==> src/rtl/dual_frame_uart_tx_pkg.sv <==
// Package: shared sizes for the two-frame transmitter.
// Assumes one character is 8 bits and a word holds exactly two characters.
package dual_frame_uart_tx_pkg;
    localparam int CHAR_W      = 8;
    localparam int WORD_W      = 2 * CHAR_W;
    localparam int FRAME_W     = CHAR_W + 3;     // start, data, parity, stop
    localparam int WORD_FRAMES = 2;
    localparam int LINE_BITS   = WORD_FRAMES * FRAME_W;
endpackage

==> src/rtl/dftx_queue.sv <==
// Holding register plus sub buffer in front of the shift register.
// Does: accepts a word when the holding register is empty, forwards it to the
// sub buffer when that is free (or freed in the same cycle), pulses the
// interrupt on each hand-over and flags writes into a full holding register.
// Assumes: take is only asserted while sub_full is high.
module dftx_queue #(
    parameter int WIDTH = 16
) (
    input  logic             clk,
    input  logic             rst_n,
    input  logic             wr_valid,
    input  logic [WIDTH-1:0] wr_data,
    input  logic             take,
    output logic [WIDTH-1:0] sub_data,
    output logic             sub_full,
    output logic             txe_irq,
    output logic             overrun
);
    logic             hold_full;
    logic [WIDTH-1:0] hold_data;
    logic             move;

    // Hand-over happens when the sub buffer is empty or being drained now.
    assign move = hold_full && (!sub_full || take);

    // Holding register: fill on a write into an empty slot, clear on hand-over.
    always_ff @(posedge clk) begin
        if (!rst_n) begin
            hold_full <= 1'b0;
            hold_data <= '0;
        end else if (wr_valid && !hold_full) begin
            hold_full <= 1'b1;
            hold_data <= wr_data;
        end else if (move) begin
            hold_full <= 1'b0;
        end
    end

    // Sub buffer: load from the holding register, empty when the shifter takes it.
    always_ff @(posedge clk) begin
        if (!rst_n) begin
            sub_full <= 1'b0;
            sub_data <= '0;
        end else if (move) begin
            sub_full <= 1'b1;
            sub_data <= hold_data;
        end else if (take) begin
            sub_full <= 1'b0;
        end
    end

    // Interrupt pulse and sticky overrun flag.
    always_ff @(posedge clk) begin
        if (!rst_n) begin
            txe_irq <= 1'b0;
            overrun <= 1'b0;
        end else begin
            txe_irq <= move;
            if (wr_valid && hold_full) overrun <= 1'b1;
        end
    end
endmodule

==> src/rtl/dftx_framer.sv <==
// Combinational frame builder.
// Does: turns one word into the line pattern for two frames, bit 0 of the
// output being the first bit on the line. The bit order picks both the byte
// sent first and the bit order inside each byte; parity is per frame.
// Assumes: WIDTH is twice CHAR_W.
module dftx_framer #(
    parameter int CHAR_W = 8
) (
    input  logic [2*CHAR_W-1:0]      word,
    input  logic                     msb_first,
    input  logic                     parity_odd,
    output logic [2*(CHAR_W+3)-1:0]  line_bits
);
    localparam int FW = CHAR_W + 3;

    for (genvar f = 0; f < 2; f++) begin : g_frame
        logic [CHAR_W-1:0] chr;
        logic [CHAR_W-1:0] ordered;
        logic              par;

        // Frame 0 takes the low byte in LSB-first mode, the high byte otherwise.
        if (f == 0) begin : g_first
            assign chr = msb_first ? word[2*CHAR_W-1:CHAR_W] : word[CHAR_W-1:0];
        end else begin : g_second
            assign chr = msb_first ? word[CHAR_W-1:0] : word[2*CHAR_W-1:CHAR_W];
        end

        for (genvar i = 0; i < CHAR_W; i++) begin : g_bit
            assign ordered[i] = msb_first ? chr[CHAR_W-1-i] : chr[i];
        end

        assign par = (^chr) ^ parity_odd;
        assign line_bits[f*FW +: FW] = {1'b1, par, ordered, 1'b0};
    end
endmodule

==> src/rtl/dftx_shifter.sv <==
// Bit-timing shift engine.
// Does: loads a full two-frame pattern, holds each bit for TICKS baud ticks,
// and reloads the next pattern on the last tick of the final stop bit.
// Assumes: baud_tick is a single-cycle strobe; the pattern is sent bit 0 first.
module dftx_shifter #(
    parameter int LEN   = 22,
    parameter int TICKS = 16
) (
    input  logic           clk,
    input  logic           rst_n,
    input  logic           baud_tick,
    input  logic           pend,
    input  logic [LEN-1:0] pattern,
    output logic           take,
    output logic           tx_line,
    output logic           busy
);
    localparam int TW = (TICKS > 1) ? $clog2(TICKS) : 1;
    localparam int BW = $clog2(LEN);
    localparam logic [TW-1:0] TLAST = TW'(TICKS - 1);
    localparam logic [BW-1:0] BLAST = BW'(LEN - 1);

    logic           active;
    logic [LEN-1:0] shreg;
    logic [TW-1:0]  tick_cnt;
    logic [BW-1:0]  bit_idx;
    logic           bit_done;
    logic           word_end;

    assign bit_done = active && baud_tick && (tick_cnt == TLAST);
    assign word_end = bit_done && (bit_idx == BLAST);
    assign take     = pend && (!active || word_end);

    // Load, count ticks, shift one bit per TICKS ticks, stop after the last bit.
    always_ff @(posedge clk) begin
        if (!rst_n) begin
            active   <= 1'b0;
            shreg    <= '1;
            tick_cnt <= '0;
            bit_idx  <= '0;
        end else if (take) begin
            active   <= 1'b1;
            shreg    <= pattern;
            tick_cnt <= '0;
            bit_idx  <= '0;
        end else if (word_end) begin
            active   <= 1'b0;
            tick_cnt <= '0;
        end else if (bit_done) begin
            tick_cnt <= '0;
            shreg    <= {1'b1, shreg[LEN-1:1]};
            bit_idx  <= bit_idx + 1'b1;
        end else if (active && baud_tick) begin
            tick_cnt <= tick_cnt + 1'b1;
        end
    end

    assign tx_line = active ? shreg[0] : 1'b1;
    assign busy    = active;
endmodule

==> src/rtl/dual_frame_uart_tx.sv <==
// Top: two-frame serial word transmitter.
// Does: queues 16-bit words through a holding register and sub buffer, frames
// each into two back-to-back characters and shifts them out at the baud rate.
// Assumes: mode inputs are sampled when a word enters the shift register.
module dual_frame_uart_tx
    import dual_frame_uart_tx_pkg::*;
#(
    parameter int TICKS_PER_BIT = 16
) (
    input  logic              clk,
    input  logic              rst_n,
    input  logic              wr_valid,
    input  logic [WORD_W-1:0] wr_data,
    input  logic              msb_first,
    input  logic              parity_odd,
    input  logic              baud_tick,
    output logic              tx_line,
    output logic              txe_irq,
    output logic              busy,
    output logic              overrun
);
    logic [WORD_W-1:0]    sub_data;
    logic                 sub_full;
    logic                 take;
    logic [LINE_BITS-1:0] pattern;

    dftx_queue #(.WIDTH(WORD_W)) u_queue (
        .clk      (clk),
        .rst_n    (rst_n),
        .wr_valid (wr_valid),
        .wr_data  (wr_data),
        .take     (take),
        .sub_data (sub_data),
        .sub_full (sub_full),
        .txe_irq  (txe_irq),
        .overrun  (overrun)
    );

    dftx_framer #(.CHAR_W(CHAR_W)) u_framer (
        .word       (sub_data),
        .msb_first  (msb_first),
        .parity_odd (parity_odd),
        .line_bits  (pattern)
    );

    dftx_shifter #(.LEN(LINE_BITS), .TICKS(TICKS_PER_BIT)) u_shift (
        .clk       (clk),
        .rst_n     (rst_n),
        .baud_tick (baud_tick),
        .pend      (sub_full),
        .pattern   (pattern),
        .take      (take),
        .tx_line   (tx_line),
        .busy      (busy)
    );
endmodule

==> config.mk <==
export PLATFORM = sky130hd
export DESIGN_NAME = dual_frame_uart_tx
export DESIGN_NICKNAME = d
export VERILOG_FILES = /design/src/rtl/dual_frame_uart_tx_pkg.sv /design/src/rtl/dftx_queue.sv /design/src/rtl/dftx_framer.sv /design/src/rtl/dftx_shifter.sv /design/src/rtl/dual_frame_uart_tx.sv
export SDC_FILE = /design/constraint.sdc
export NUM_CORES = 1
export LEC_CHECK = 0
export BUFFER_PORTS_ARGS = -buffer_cell sky130_fd_sc_hd__buf_4
export CAP_MARGIN = 40
export CORE_MARGIN = 4
export CORE_UTILIZATION = 46
export CTS_CLUSTER_SIZE = 24
export DETAILED_ROUTE_END_ITERATION = 10
export PLACE_DENSITY_LB_ADDON = 0.3
export SLEW_MARGIN = 0
export SYNTH_ARGS = -nofsm -noshare
export SYNTH_HDL_FRONTEND = slang
export SYNTH_SLANG_ARGS = --single-unit
==> constraint.sdc <==
create_clock -name clk -period 1.85 [get_ports clk]
set_input_delay 0 -clock clk [delete_from_list [all_inputs] [get_ports clk]]
set_output_delay 0 -clock clk [all_outputs]
set_load 0.005 [all_outputs]
-- Word-level counts from Yosys, hierarchy flattened
Cells that the tools add are included.
W data, S select, Z words.
- $add $sub $neg: 2
- equality and inequality tests: 3
- multiplexer cells: 28
- bitwise logic cells: 4
- reduce and logical (&&, ||, !) cells: 22
- operator list (kind ; number):
    $mux W21 ; 3
    $mux W1 ; 23
    $mux W8 ; 2
    $reduce_xor A8 Y1 ; 2
    $reduce_bool A2 Y1 ; 4
    $logic_and A1 B1 Y1 ; 7
    $add A5 B1 Y5 const B ; 1
    $eq A5 B5 Y1 const B ; 1
    $add A4 B1 Y4 const B ; 1
    $eq A4 B4 Y1 const B ; 1
    $reduce_and A2 Y1 ; 2
    $reduce_or A4 Y1 ; 1
    $logic_not A1 Y1 ; 3
    $logic_or A1 B1 Y1 ; 2
    $ne A2 B2 Y1 const B ; 1
    $not A1 Y1 ; 2
    $reduce_or A2 Y1 ; 1
    $xor A1 B1 Y1 ; 2
- bits in registers: 67
- input port bits: 22

-- Depth between registers and ports, before layout
- depth in word-level cells: 9
- mapped depth: 9

-- Modules after synthesis
Synthesis repeated with hierarchy kept, for this count alone.
- cell total of the unflattened synthesis: 334
- area total of the unflattened synthesis: 3515.9 um^2
- modules (own cells, without submodules) (module ; instances ; cells each ; area an instance (um^2) ; sequential area each (um^2)):
    dftx_shifter ; 1 ; 131 ; 1606.5 ; 640.6
    dftx_queue ; 1 ; 154 ; 1403.8 ; 720.7
    dftx_framer ; 1 ; 49 ; 505.5 ; 0.0

-- Worst setup path after synthesis
OpenSTA, ideal clock, no wires.
- path kind: register -> register
- start point: register u_shift.active, in the netlist u_shift.busy
- end point: register u_queue.sub_data[10]
- setup time: 117 ps
- arrival: 1665 ps
- required time: 1733 ps
- slack: 68 ps
- stages on the path, launching flop included: 8
- path buffers: 2
- clock period less this slack: 1782 ps
- path through: dfxtp_1 > nand3_4 > o31ai_4 > o21ai_2 > and2_4 > buf_6 > buf_8 > a22o_1
- cells in the longest elaborated chain, start to end: 7
- RTL lines (item ; line ; RTL):
    start: declaration ; dftx_shifter.sv:23 ; logic active;
    start signal: assignment ; dftx_shifter.sv:37 ; active <= 1'b0;
    start signal: assignment ; dftx_shifter.sv:42 ; active <= 1'b1;
    start signal: assignment ; dftx_shifter.sv:47 ; active <= 1'b0;
    $logic_and A1 B1 Y1 (2 in a row) ; dftx_shifter.sv:30 ; assign bit_done = active && baud_tick && (tick_cnt == TLAST);
    $logic_and A1 B1 Y1 ; dftx_shifter.sv:31 ; assign word_end = bit_done && (bit_idx == BLAST);
    $logic_or A1 B1 Y1 (*) ; dftx_shifter.sv:32 ; assign take = pend && (!active || word_end);
    $logic_and A1 B1 Y1 (*) ; dftx_shifter.sv:32 ;
    $logic_or A1 B1 Y1 (*) ; dftx_queue.sv:24 ; assign move = hold_full && (!sub_full || take);
    $logic_and A1 B1 Y1 (*) ; dftx_queue.sv:24 ;
    end signal: assignment ; dftx_queue.sv:46 ; sub_data <= hold_data;
    end: declaration ; dftx_queue.sv:14 ; output logic [WIDTH-1:0] sub_data,
Mark *: on every way between the ends. The rest lies on a longest branch, timed or not.
A chain may end at the register's enable or synchronous reset.

-- Worst setup path after layout
- start point: register u_shift.bit_idx[1]
- end point: register u_shift.shreg[1]
- cells in the longest elaborated chain, start to end: 6
- RTL lines (item ; line ; RTL):
    start: declaration ; dftx_shifter.sv:26 ; logic [BW-1:0] bit_idx;
    start signal: assignment ; dftx_shifter.sv:52 ; bit_idx <= bit_idx + 1'b1;
    $eq A5 B5 Y1 (*) ; dftx_shifter.sv:31 ;
    $logic_and A1 B1 Y1 (*) ; dftx_shifter.sv:31 ;
    $logic_or A1 B1 Y1 ; dftx_shifter.sv:32 ;
    $logic_and A1 B1 Y1 ; dftx_shifter.sv:32 ;
    $ne A2 B2 Y1 (no line) or $reduce_bool A2 Y1 (tied branches) ; -- ;
    $reduce_and A2 Y1 (no line) ; -- ;
    end signal: assignment ; dftx_shifter.sv:43 ; shreg <= pattern;
    end signal: assignment ; dftx_shifter.sv:51 ; shreg <= {1'b1, shreg[LEN-1:1]};
    end: declaration ; dftx_shifter.sv:24 ; logic [LEN-1:0] shreg;
Marks and branches as above.

==> flow_summary.toml <==
[logic_synthesis]
synthArstFlopShare_pct = 0
synth.cell_area_um2 = 2970
synth_flop_cell = "dfxtp_1"
synth_cells = 315
yosys-top-cells-count = "nand2_1 (79), dfxtp_1 (67), mux2i_1 (24), xor2_1 (21), a21oi_1 (20)"
synth-seq-cells = 67
synth_area_leaders = "dfxtp_1 (45%), nand2_1 (10%), mux2i_1 (8.1%)"
synth_fp_nets = 340
synth_edf_count = 0
syn_avg_cell_area_um2 = 9.41
ys_types = 37
synth_most_common_cell = "nand2_1"
yosysTopAreaCell = "dfxtp_1"
yosysTopAreaCellShare_pct = 45.2
yosysWarnings = 0
ys_seq_area_share_pct = 45.2

[placement]
dp_hpwl_um = 4190
gp_congestion = 0.785
dp.cells = 406
port_buffers = 25

[sta]
fin_crit_sh_pct = 100
period_needed_ns = 1.85
hold_viol_final = 0
fmax_mhz = 541
rsz0062_at_grt = "true"
tightest_slew_ns = 0.620
holdWs_ns = 0.198
finalSetupViolCount = 0
finClkSkew_ns = 0.00990
relSlewSlack_pct = 58.7
drv_slew = 0
tns_ns = 0

[worst_setup_path]
cpMaxStageDelayCell = "o31ai_4"
endpoint_kind = "flop"
cp_cell_sequence = "inv_2, ha_4, nand4b_1, o31ai_4, buf_6, nand2_8, buf_12, o2111ai_1"
startpoint = "u_shift.bit_idx[1]"
critPathArrivalTime_ns = 2.09
slowest_delay_ns = 0.41
worst_ep_required_time_ns = 2.09
crit_fanout = 6
cp-start-kind = "flop"
crit_family = "compound AO/OA/AOI/OAI gates"
crit_type = "reg -> reg"
worst-path-buf-inv = 3
r2r-start = "u_shift.bit_idx[1]"

[power_and_ir_drop]
powerDensity_nw_per_um2 = 888
p_leak_nw = 1.73
power_mw = 3.45
ir_worst_vdd_mv = 0.832

[floorplanning]
io_pins = 26
placementRows = 28
fp.coreArea_um2 = 6100
die_width_um = 88.3
die_area_um2 = 7800
initial_core_util_pct = 48.6
die_y_um = 88.3

[cells_and_area]
multi_input_area_um2 = 1580
fillers = 502
syn_to_final_growth_pct = 30.9
regArea_um2 = 1340
nets = 398
final_cells = 453
n_antenna_cell = 0
drive_above_1_share_pct = 23.0

[clock_network]
cts_buffer_depth = 2
cts_tree = "yes"
htree_levels = 3
clkSlewWorstSetupHoldPaths_ns = 0.07
cts_sinks = 67
clockRootBuffer = "clkbuf_8"
clock_latency_ns = 0.34
cts_made_buffers = 9

[job]
cap_violations = 0

[status]
outcome = "finished, final reports clean"

[detailed_routing]
routedWlPerCell_um = 15.3
ant_nets = 0
drcViolationCount = 0
route.vias.total = 2478
vias_per_cell = 5.47
wl_um = 6910
dr.pass1.iters = 4
drt_iter0_markers = 168

[hold_path]
worst_hold_startpoint = "parity_odd"
hold_path.class = "in -> reg"

[grt]
antenna_found_initial = 0
grt_pass1_vias = 2316
grt_max_degree = 26
grt_usage_pct = 18.3
grt_overflow = 0
grt_pass1_wl_um = 11100
==> registers in the layout, summed over array words and instances (netlist names) <==
signal             count
u_shift.tick_cnt       4
u_shift.busy           1
u_queue.sub_data      16
u_shift.bit_idx        5
u_queue.hold_full      1
u_queue.sub_full       1
u_shift.shreg         21
u_queue.txe_irq        1
u_queue.hold_data     16
u_queue.overrun        1
==> metal layers <==
metal	vias up	track usage [%]	part of all wire, %	routed length [µm]
li1	1222	-	-	-
met2	66	29.3	48	3320
met5	-	0	0	0
met1	1183	24.4	45	3140
met4	0	4.12	1.2	80
met3	7	5.68	5.3	365
==> area by class of cell <==
| type | instances | share of cell area (%) |
|---|---|---|
| clock inverters | 6 | 2.87 |
| multi-input cells | 227 | 40.7 |
| inverters | 3 | 0.290 |
| repair buffers | 65 | 15.5 |
| well taps | 75 | 2.42 |
| flip-flops and latches | 67 | 34.6 |
| clock buffers | 10 | 3.55 |
==> timing repair <==
action	4_1_cts	5_1_grt
gates resized for setup	2	17
hold buffers	19	0
pin swaps	3	5
endpoints found under the hold margin	38	0
gates cloned	0	5
buffers inserted	0	7
endpoints found under the setup margin	14	39
==> tightest hold or removal path: cells and delay by family <==
kind | cells | cell delay (ns)
xor gates and xnor gates | 2 | 0.24
AOI/OAI and AO/OA | 1 | 0.15
buffers and inverters | 1 | 0.10
==> final timing paths <==
path                     endpoint  slack [ns]  cells after the start
max              u_shift.shreg[1]      0.0007                      8
min             u_shift.shreg[20]        0.20                      4
max reg2reg      u_shift.shreg[1]      0.0007                      8
min reg2reg  u_queue.hold_data[4]        0.46                      2
==> through the flow <==
| step | util (%) | area (µm²) | worst slack (ns) |
|---|---|---|---|
| floorplan | - | 2970 | 0.0677 |
| global placement | 52.8 | 3220 | 0.0631 |
| detailed placement | 52.8 | 3220 | -0.00523 |
| CTS | 60.1 | 3670 | -0.0129 |
| global route | 63.7 | 3880 | -0.108 |
| finish | 63.7 | 3880 | 0.000743 |
==> cell usage in the layout (no fill, tap or decap), types with 3 or more instances in the layout <==
cell            n
xnor2_1         5
a22o_2          7
mux2i_1        24
nand3_1         5
nor2_1         12
xor2_1         21
dfxtp_1        65
nand2_1        77
clkbuf_8       10
dlygate4sd3_1  19
a22o_1          9
nand4_1         3
buf_4          40
a21oi_1        20
bufinv_16       3
o2111ai_1      17
==> power by group <==
group	internal (mW)	switching, mW	leakage [nW]
Clock	0.934	0.557	0.123
Combinational	0.203	0.190	1.06
Sequential	1.51	0.0527	0.548
==> kinds of logic after synthesis <==
group | Yosys count | synth area share (%)
AO/OA/AOI/OAI | 61 | 16.0
XOR/XNOR | 28 | 9.20
AND/OR/NAND/NOR | 109 | 16.1
adder cells (fa/ha/maj) | 3 | 1.27
flip-flops | 67 | 45.2
buffers and inverters | 23 | 4.13
multiplexers | 24 | 8.10
Note: power is estimated with default switching activity, not from simulation.
